==> config.mk <==
export PLATFORM = sky130hd
export DESIGN_NAME = clkdata_frame_sniffer
export DESIGN_NICKNAME = d
export VERILOG_FILES = /design/src/rtl/sniff_pkg.sv /design/src/rtl/sniff_sync.sv /design/src/rtl/sniff_gap_timer.sv /design/src/rtl/sniff_byte_asm.sv /design/src/rtl/sniff_frame_trk.sv /design/src/rtl/clkdata_frame_sniffer.sv
export SDC_FILE = /design/constraint.sdc
export NUM_CORES = 1
export LEC_CHECK = 0
export BUFFER_PORTS_ARGS = -buffer_cell sky130_fd_sc_hd__buf_2
export CAP_MARGIN = 20
export CORE_UTILIZATION = 59
export DETAILED_ROUTE_END_ITERATION = 7
export HOLD_SLACK_MARGIN = 0.15
export PLACE_DENSITY = 0.8
export SYNTH_ARGS = -nofsm -noshare
export SYNTH_HDL_FRONTEND = slang
export SYNTH_SLANG_ARGS = --single-unit
==> constraint.sdc <==
create_clock -name clk -period 3.9 [get_ports clk]
set_input_delay 0.585 -clock clk [delete_from_list [all_inputs] [get_ports clk]]
set_output_delay 0.585 -clock clk [all_outputs]
set_load 0.01 [all_outputs]
==> src/rtl/sniff_pkg.sv <==
package sniff_pkg;
  localparam int unsigned MAX_BYTE_W = 32;

  // Insert one received bit into a shift register of width w.
  function automatic logic [MAX_BYTE_W-1:0] shift_in(
    input logic [MAX_BYTE_W-1:0] sh,
    input logic                  b,
    input int unsigned           w,
    input logic                  lsb_first
  );
    logic [MAX_BYTE_W-1:0] bw;
    bw = {{(MAX_BYTE_W-1){1'b0}}, b};
    if (lsb_first) return (sh >> 1) | (bw << (w - 1));
    else           return (sh << 1) | bw;
  endfunction

  // True in the cycle a low-time count has passed a limit.
  function automatic logic at_limit(input logic [31:0] cnt, input int unsigned lim);
    return cnt == lim;
  endfunction
endpackage

==> src/rtl/sniff_sync.sv <==
module sniff_sync #(
  parameter int WIDTH  = 2,
  parameter int STAGES = 2
) (
  input  logic             clk,
  input  logic             rst_n,
  input  logic [WIDTH-1:0] d_i,
  output logic [WIDTH-1:0] q_o
);
  for (genvar g = 0; g < WIDTH; g++) begin : g_line
    logic [STAGES-1:0] ff;
    always_ff @(posedge clk or negedge rst_n) begin
      if (!rst_n) ff <= '0;
      else        ff <= {ff[STAGES-2:0], d_i[g]};
    end
    assign q_o[g] = ff[STAGES-1];
  end
endmodule

==> src/rtl/sniff_gap_timer.sv <==
module sniff_gap_timer
  import sniff_pkg::*;
#(
  parameter int unsigned BYTE_GAP_CYC  = 5000,
  parameter int unsigned FRAME_GAP_CYC = 500000
) (
  input  logic clk,
  input  logic rst_n,
  input  logic line_low_i,
  output logic byte_gap_o,
  output logic frame_gap_o
);
  localparam int unsigned CW  = $clog2(FRAME_GAP_CYC + 2);
  localparam int unsigned SAT = FRAME_GAP_CYC + 1;

  logic [CW-1:0] low_cnt;

  always_ff @(posedge clk or negedge rst_n) begin
    if (!rst_n)                      low_cnt <= '0;
    else if (!line_low_i)            low_cnt <= '0;
    else if (low_cnt != CW'(SAT))    low_cnt <= low_cnt + 1'b1;
  end

  assign byte_gap_o  = line_low_i && at_limit(32'(low_cnt), BYTE_GAP_CYC);
  assign frame_gap_o = line_low_i && at_limit(32'(low_cnt), FRAME_GAP_CYC);
endmodule

==> src/rtl/sniff_byte_asm.sv <==
module sniff_byte_asm
  import sniff_pkg::*;
#(
  parameter int BYTE_W    = 8,
  parameter bit LSB_FIRST = 1'b0
) (
  input  logic              clk,
  input  logic              rst_n,
  input  logic              rise_i,
  input  logic              bit_i,
  input  logic              flush_i,
  output logic              done_o,
  output logic [BYTE_W-1:0] data_o,
  output logic              drop_o
);
  localparam int BCW = $clog2(BYTE_W);

  logic [BYTE_W-1:0] sh;
  logic [BCW-1:0]    bit_cnt;
  logic [BYTE_W-1:0] nxt;

  assign nxt = BYTE_W'(shift_in(MAX_BYTE_W'(sh), bit_i, BYTE_W, LSB_FIRST));

  always_ff @(posedge clk or negedge rst_n) begin
    if (!rst_n) begin
      sh      <= '0;
      bit_cnt <= '0;
      done_o  <= 1'b0;
      data_o  <= '0;
      drop_o  <= 1'b0;
    end else begin
      done_o <= 1'b0;
      drop_o <= 1'b0;
      if (rise_i) begin
        if (bit_cnt == BCW'(BYTE_W - 1)) begin
          bit_cnt <= '0;
          sh      <= '0;
          done_o  <= 1'b1;
          data_o  <= nxt;
        end else begin
          bit_cnt <= bit_cnt + 1'b1;
          sh      <= nxt;
        end
      end else if (flush_i) begin
        if (bit_cnt != '0) drop_o <= 1'b1;
        bit_cnt <= '0;
        sh      <= '0;
      end
    end
  end
endmodule

==> src/rtl/sniff_frame_trk.sv <==
module sniff_frame_trk #(
  parameter int BYTE_W      = 8,
  parameter int FRAME_BYTES = 6
) (
  input  logic                               clk,
  input  logic                               rst_n,
  input  logic                               byte_done_i,
  input  logic [BYTE_W-1:0]                  byte_i,
  input  logic                               frame_gap_i,
  input  logic [$clog2(FRAME_BYTES+1)-1:0]   sel_idx_i,
  output logic                               byte_valid_o,
  output logic [BYTE_W-1:0]                  byte_data_o,
  output logic [$clog2(FRAME_BYTES+1)-1:0]   byte_idx_o,
  output logic                               frame_done_o,
  output logic [BYTE_W-1:0]                  sel_byte_o,
  output logic                               frame_err_o
);
  localparam int IW = $clog2(FRAME_BYTES + 1);
  localparam logic [IW-1:0] FULL = IW'(FRAME_BYTES);
  localparam logic [IW-1:0] LAST = IW'(FRAME_BYTES - 1);

  logic [IW-1:0] cnt;

  always_ff @(posedge clk or negedge rst_n) begin
    if (!rst_n) begin
      cnt          <= '0;
      byte_valid_o <= 1'b0;
      byte_data_o  <= '0;
      byte_idx_o   <= '0;
      frame_done_o <= 1'b0;
      sel_byte_o   <= '0;
      frame_err_o  <= 1'b0;
    end else begin
      byte_valid_o <= 1'b0;
      frame_done_o <= 1'b0;
      frame_err_o  <= 1'b0;
      if (byte_done_i) begin
        byte_valid_o <= 1'b1;
        byte_data_o  <= byte_i;
        byte_idx_o   <= cnt;
        if (cnt == FULL) begin
          frame_err_o <= 1'b1;
        end else begin
          cnt <= cnt + 1'b1;
          if (cnt == LAST)      frame_done_o <= 1'b1;
          if (cnt == sel_idx_i) sel_byte_o   <= byte_i;
        end
      end else if (frame_gap_i) begin
        if (cnt != '0 && cnt != FULL) frame_err_o <= 1'b1;
        cnt <= '0;
      end
    end
  end
endmodule

==> src/rtl/clkdata_frame_sniffer.sv <==
module clkdata_frame_sniffer #(
  parameter int          BYTE_W        = 8,
  parameter int          FRAME_BYTES   = 6,
  parameter int unsigned BYTE_GAP_CYC  = 5000,
  parameter int unsigned FRAME_GAP_CYC = 500000,
  parameter bit          LSB_FIRST     = 1'b0,
  parameter int          SYNC_STAGES   = 2
) (
  input  logic                             clk,
  input  logic                             rst_n,
  input  logic                             bus_clk_i,
  input  logic                             bus_data_i,
  input  logic [$clog2(FRAME_BYTES+1)-1:0] sel_idx_i,
  output logic                             byte_valid_o,
  output logic [BYTE_W-1:0]                byte_data_o,
  output logic [$clog2(FRAME_BYTES+1)-1:0] byte_idx_o,
  output logic                             frame_done_o,
  output logic [BYTE_W-1:0]                sel_byte_o,
  output logic                             frame_err_o,
  output logic                             partial_err_o
);
  logic [1:0]        sync_q;
  logic              clk_s, dat_s, clk_d;
  logic              rise_w, byte_gap_w, frame_gap_w, byte_done_w;
  logic [BYTE_W-1:0] asm_byte_w;

  sniff_sync #(.WIDTH(2), .STAGES(SYNC_STAGES)) u_sync (
    .clk(clk), .rst_n(rst_n), .d_i({bus_data_i, bus_clk_i}), .q_o(sync_q)
  );
  assign clk_s = sync_q[0];
  assign dat_s = sync_q[1];

  always_ff @(posedge clk or negedge rst_n) begin
    if (!rst_n) clk_d <= 1'b0;
    else        clk_d <= clk_s;
  end
  assign rise_w = clk_s & ~clk_d;

  sniff_gap_timer #(.BYTE_GAP_CYC(BYTE_GAP_CYC), .FRAME_GAP_CYC(FRAME_GAP_CYC)) u_gap (
    .clk(clk), .rst_n(rst_n), .line_low_i(~clk_s),
    .byte_gap_o(byte_gap_w), .frame_gap_o(frame_gap_w)
  );

  sniff_byte_asm #(.BYTE_W(BYTE_W), .LSB_FIRST(LSB_FIRST)) u_asm (
    .clk(clk), .rst_n(rst_n), .rise_i(rise_w), .bit_i(dat_s), .flush_i(byte_gap_w),
    .done_o(byte_done_w), .data_o(asm_byte_w), .drop_o(partial_err_o)
  );

  sniff_frame_trk #(.BYTE_W(BYTE_W), .FRAME_BYTES(FRAME_BYTES)) u_trk (
    .clk(clk), .rst_n(rst_n), .byte_done_i(byte_done_w), .byte_i(asm_byte_w),
    .frame_gap_i(frame_gap_w), .sel_idx_i(sel_idx_i),
    .byte_valid_o(byte_valid_o), .byte_data_o(byte_data_o), .byte_idx_o(byte_idx_o),
    .frame_done_o(frame_done_o), .sel_byte_o(sel_byte_o), .frame_err_o(frame_err_o)
  );
endmodule

==> reports/summary.txt <==
Net Sw Frac = 26.1%
Worst setup EP type = register
Synthesized Nets = 266
Total GRT Usage = 21.6%
M1 GR Usage = 28.0%
setup_tns = 0 ns
Residual DRC = 0
P_leak = 1.71 nW
htree depth = 3
crit-path max cell delay = 0.62 ns
fraction of layout cells with a size suffix above 1 = 29.0%
Hold/Removal Path Class = input pin to asynchronous set/reset pin
skew final = 0.00625 ns
CORE AREA = 4880 um^2
fillers = 365
Skew-Pair Late Insertion Delay = 0.34 ns
met3 track demand over resource = 9.35%
Row Count = 25
global route hottest layer = met2
Die Wd = 74.2 um
CTS tree = built
register bit total from synthesis = 69
number of global-route vias before repair = 1791
cts hold-fix bufs = 0
total grt overflow = 0
antenna viol nets, final = 0
CP max-delay cell = or4_4
CP top delay family = simple AND/OR/NAND/NOR gates
# diodes = 0
first-pass GRT wire length = 8540 um
WP data arrival = 2.39 ns
CTS Buffer Depth = 2
CTS resizes = 0
kind of critical path = register to register
Worst Path Max Fanout = 8
Pwr Density = 471 nW/um^2
Max Slew Vio Count = 0
VDD IR max = 0.279 mV
internal power = 1.20 mW
Die ar. = 5510 um^2
buffers and inverters on the worst path = 1
Max Cap Viol = 0
Final setup viols = 0
Yosys warnings = 0
Final period util = 55.6%
CTS sink cnt = 69
ys flop type = dfrtp_1
GP Congestion = 0.816
share of the synthesized area in the top cell type = 56.1%
combinational share of power = 12.6%
I/O Buffers = 29
initial antenna violation count = 0
NetSw = 424 uW
TritonRoute pass-1 iters = 4
via total after detailed routing = 1936
async set-reset flop share out of synthesis = 100%
EDFF count, synth = 0
largest net degree at the start of global routing = 44
relative slew slack = 41.3%
DR WL/cell = 14.5 um
vias per cell = 5.48
CTS root buffer = clkbuf_8
Area growth, synth to finish = 12.3%
RSZ-0062 raised after global routing = false
Syn Area/Cell = 12.4 um^2
status = complete, no violations
worst slew pin tran = 0.881 ns
# Post-CTS Setup Buffers = 0
IO Pins = 30
Nets = 299
sequential area share after synthesis = 56.1%
fin util = 70.8%
post-DP HPWL = 3610 um
Seq pwr share = 54.3%
cell taking the most area after synthesis = dfrtp_1
CTS Buf Count = 9
Initial Util = 63.0%
synth unique cells = 40
final-report hold violation count = 0
CP Cell Sequence = inv_1 -> ha_1 -> and2b_1 -> a21oi_1 -> or4_4 -> mux2_4
Initial DRC Count = 88
clock share of power = 33.0%
top area cells in the synthesized netlist = dfrtp_1 (56%), mux2_2 (8.8%), ha_1 (4.1%)
Mapped Area = 3080 um^2
clock slew seen by the registers of the worst setup and hold paths = 0.07 ns
Period minus WS final = 2.17 ns
cell count after synthesis = 249
Critical Path RT = 4.13 ns
met2 usage = 32.3%
WL final = 5120 um
highest achievable clock rate = 461 MHz
Setup crit start kind = register
die height = 74.2 um
-- worst register-to-register path: cells and delay by family (launching register included) --
| kind | cells | cell delay [ns] |
|---|---|---|
| mux | 1 | 0.34 |
| compound gates | 1 | 0.07 |
| buf+inv | 1 | 0.11 |
| fa+ha+maj | 1 | 0.25 |
| flops | 1 | 0.43 |
| simple gates | 2 | 0.86 |
-- cells in the mapped netlist (all sizes together) (2+ instances only) --
cell type,n
xor2,4
mux2,32
dfrtp,69
nor2b,6
or3,3
nor2,18
nand2b,7
nand2,11
xnor2,5
nor4,6
clkbuf,4
o21ai,6
a31o,2
nor3,3
buf,4
nand4b,2
and4,2
a21oi,8
a22o,9
inv,12
ha,10
nand4,3
nand3,11
-- cell type report --
class                           count  area [um^2]  area share, %
Inverter                           12         45.0           1.30
Clock buffer                       11          131           3.80
Sequential cell                    69         1730           50.0
Timing Repair Buffer               30          153           4.42
Tap cell                           67         83.8           2.43
Multi-Input combinational cell    160         1260           36.6
Clock inverter                      4         50.0           1.45
-- power by group through the flow --
stage,sequential [mW],combinational [mW],clock (mW)
finish,0.884,0.205,0.538
global route,0.897,0.234,0.590
CTS,0.884,0.210,0.552
detailed placement,0.897,0.210,0
global placement,0.892,0.201,0
floorplan,0.877,0.145,0
-- registers in the layout (all words and copies together) (netlist names) --
register            cells
clk_d                   1
u_asm.bit_cnt           3
u_asm.data_o            8
u_asm.done_o            1
u_asm.drop_o            1
u_asm.sh                7
u_gap.low_cnt          19
u_sync.g_line.ff        4
u_trk.byte_data_o       8
u_trk.byte_idx_o        3
u_trk.byte_valid_o      1
u_trk.cnt               3
u_trk.frame_done_o      1
u_trk.frame_err_o       1
u_trk.sel_byte_o        8
-- through the flow --
| step | hold slack (ns) | area, um^2 | instances | worst slack, ns | total power [mW] |
|---|---|---|---|---|---|
| after floorplan | 0.289 | 3080 | 249 | 1.83 | 1.02 |
| after global routing | 0.269 | 3450 | 353 | 1.60 | 1.72 |
| after detailed placement | 0.339 | 3270 | 338 | 1.73 | 1.11 |
| after global placement | 0.332 | 3270 | 338 | 1.79 | 1.09 |
| final | 0.239 | 3450 | 353 | 1.73 | 1.63 |
| after CTS | 0.248 | 3450 | 353 | 1.72 | 1.65 |
-- routing by layer --
metal	vias up	part of all wire, %
met1	959	48
met4	0	1.6
met3	6	3.5
li1	938	-
met2	33	47
met5	-	0
-- path summary, 6_finish.rpt --
kind / start / to / slack, ns / depth (start not counted)
max in group asynchronous: rst_n / u_asm.bit_cnt[2] / 2.72 / 2
min: rst_n / u_trk.byte_idx_o[0] / 0.24 / 1
min reg2reg: u_sync.g_line[1].ff[0] / u_sync.g_line[1].ff[1] / 0.35 / 0
max reg2reg: u_trk.cnt[0] / u_trk.sel_byte_o[2] / 1.73 / 6
max: u_trk.cnt[0] / u_trk.sel_byte_o[2] / 1.73 / 6
min in group clk: bus_clk_i / u_sync.g_line[0].ff[0] / 0.35 / 1
-- placed cells by master, fill, tap and decap left out, drive strengths merged, types with 7 or more instances in the layout --
cell,instances
a21oi,8
a22o,9
buf,30
clkbuf,11
dfrtp,69
ha,10
inv,12
mux2,32
nand2,11
nand2b,7
nand3,11
nor2,18
-- cell families (layout without fill, tap and decap cells) --
| kind of cell | Yosys count | after routing | share of synthesized area (%) |
|---|---|---|---|
| AND/OR/NAND/NOR | 79 | 79 | 14.9 |
| flip-flops | 69 | 69 | 56.1 |
| multiplexers | 33 | 33 | 13.0 |
| AO/OA/AOI/OAI | 29 | 29 | 6.59 |
| buffers and inverters | 20 | 57 | 2.73 |
| adder cells (fa/ha/maj) | 10 | 10 | 4.07 |
| XOR/XNOR | 9 | 9 | 2.56 |
No activity file was read; power rests on OpenSTA's default activity.
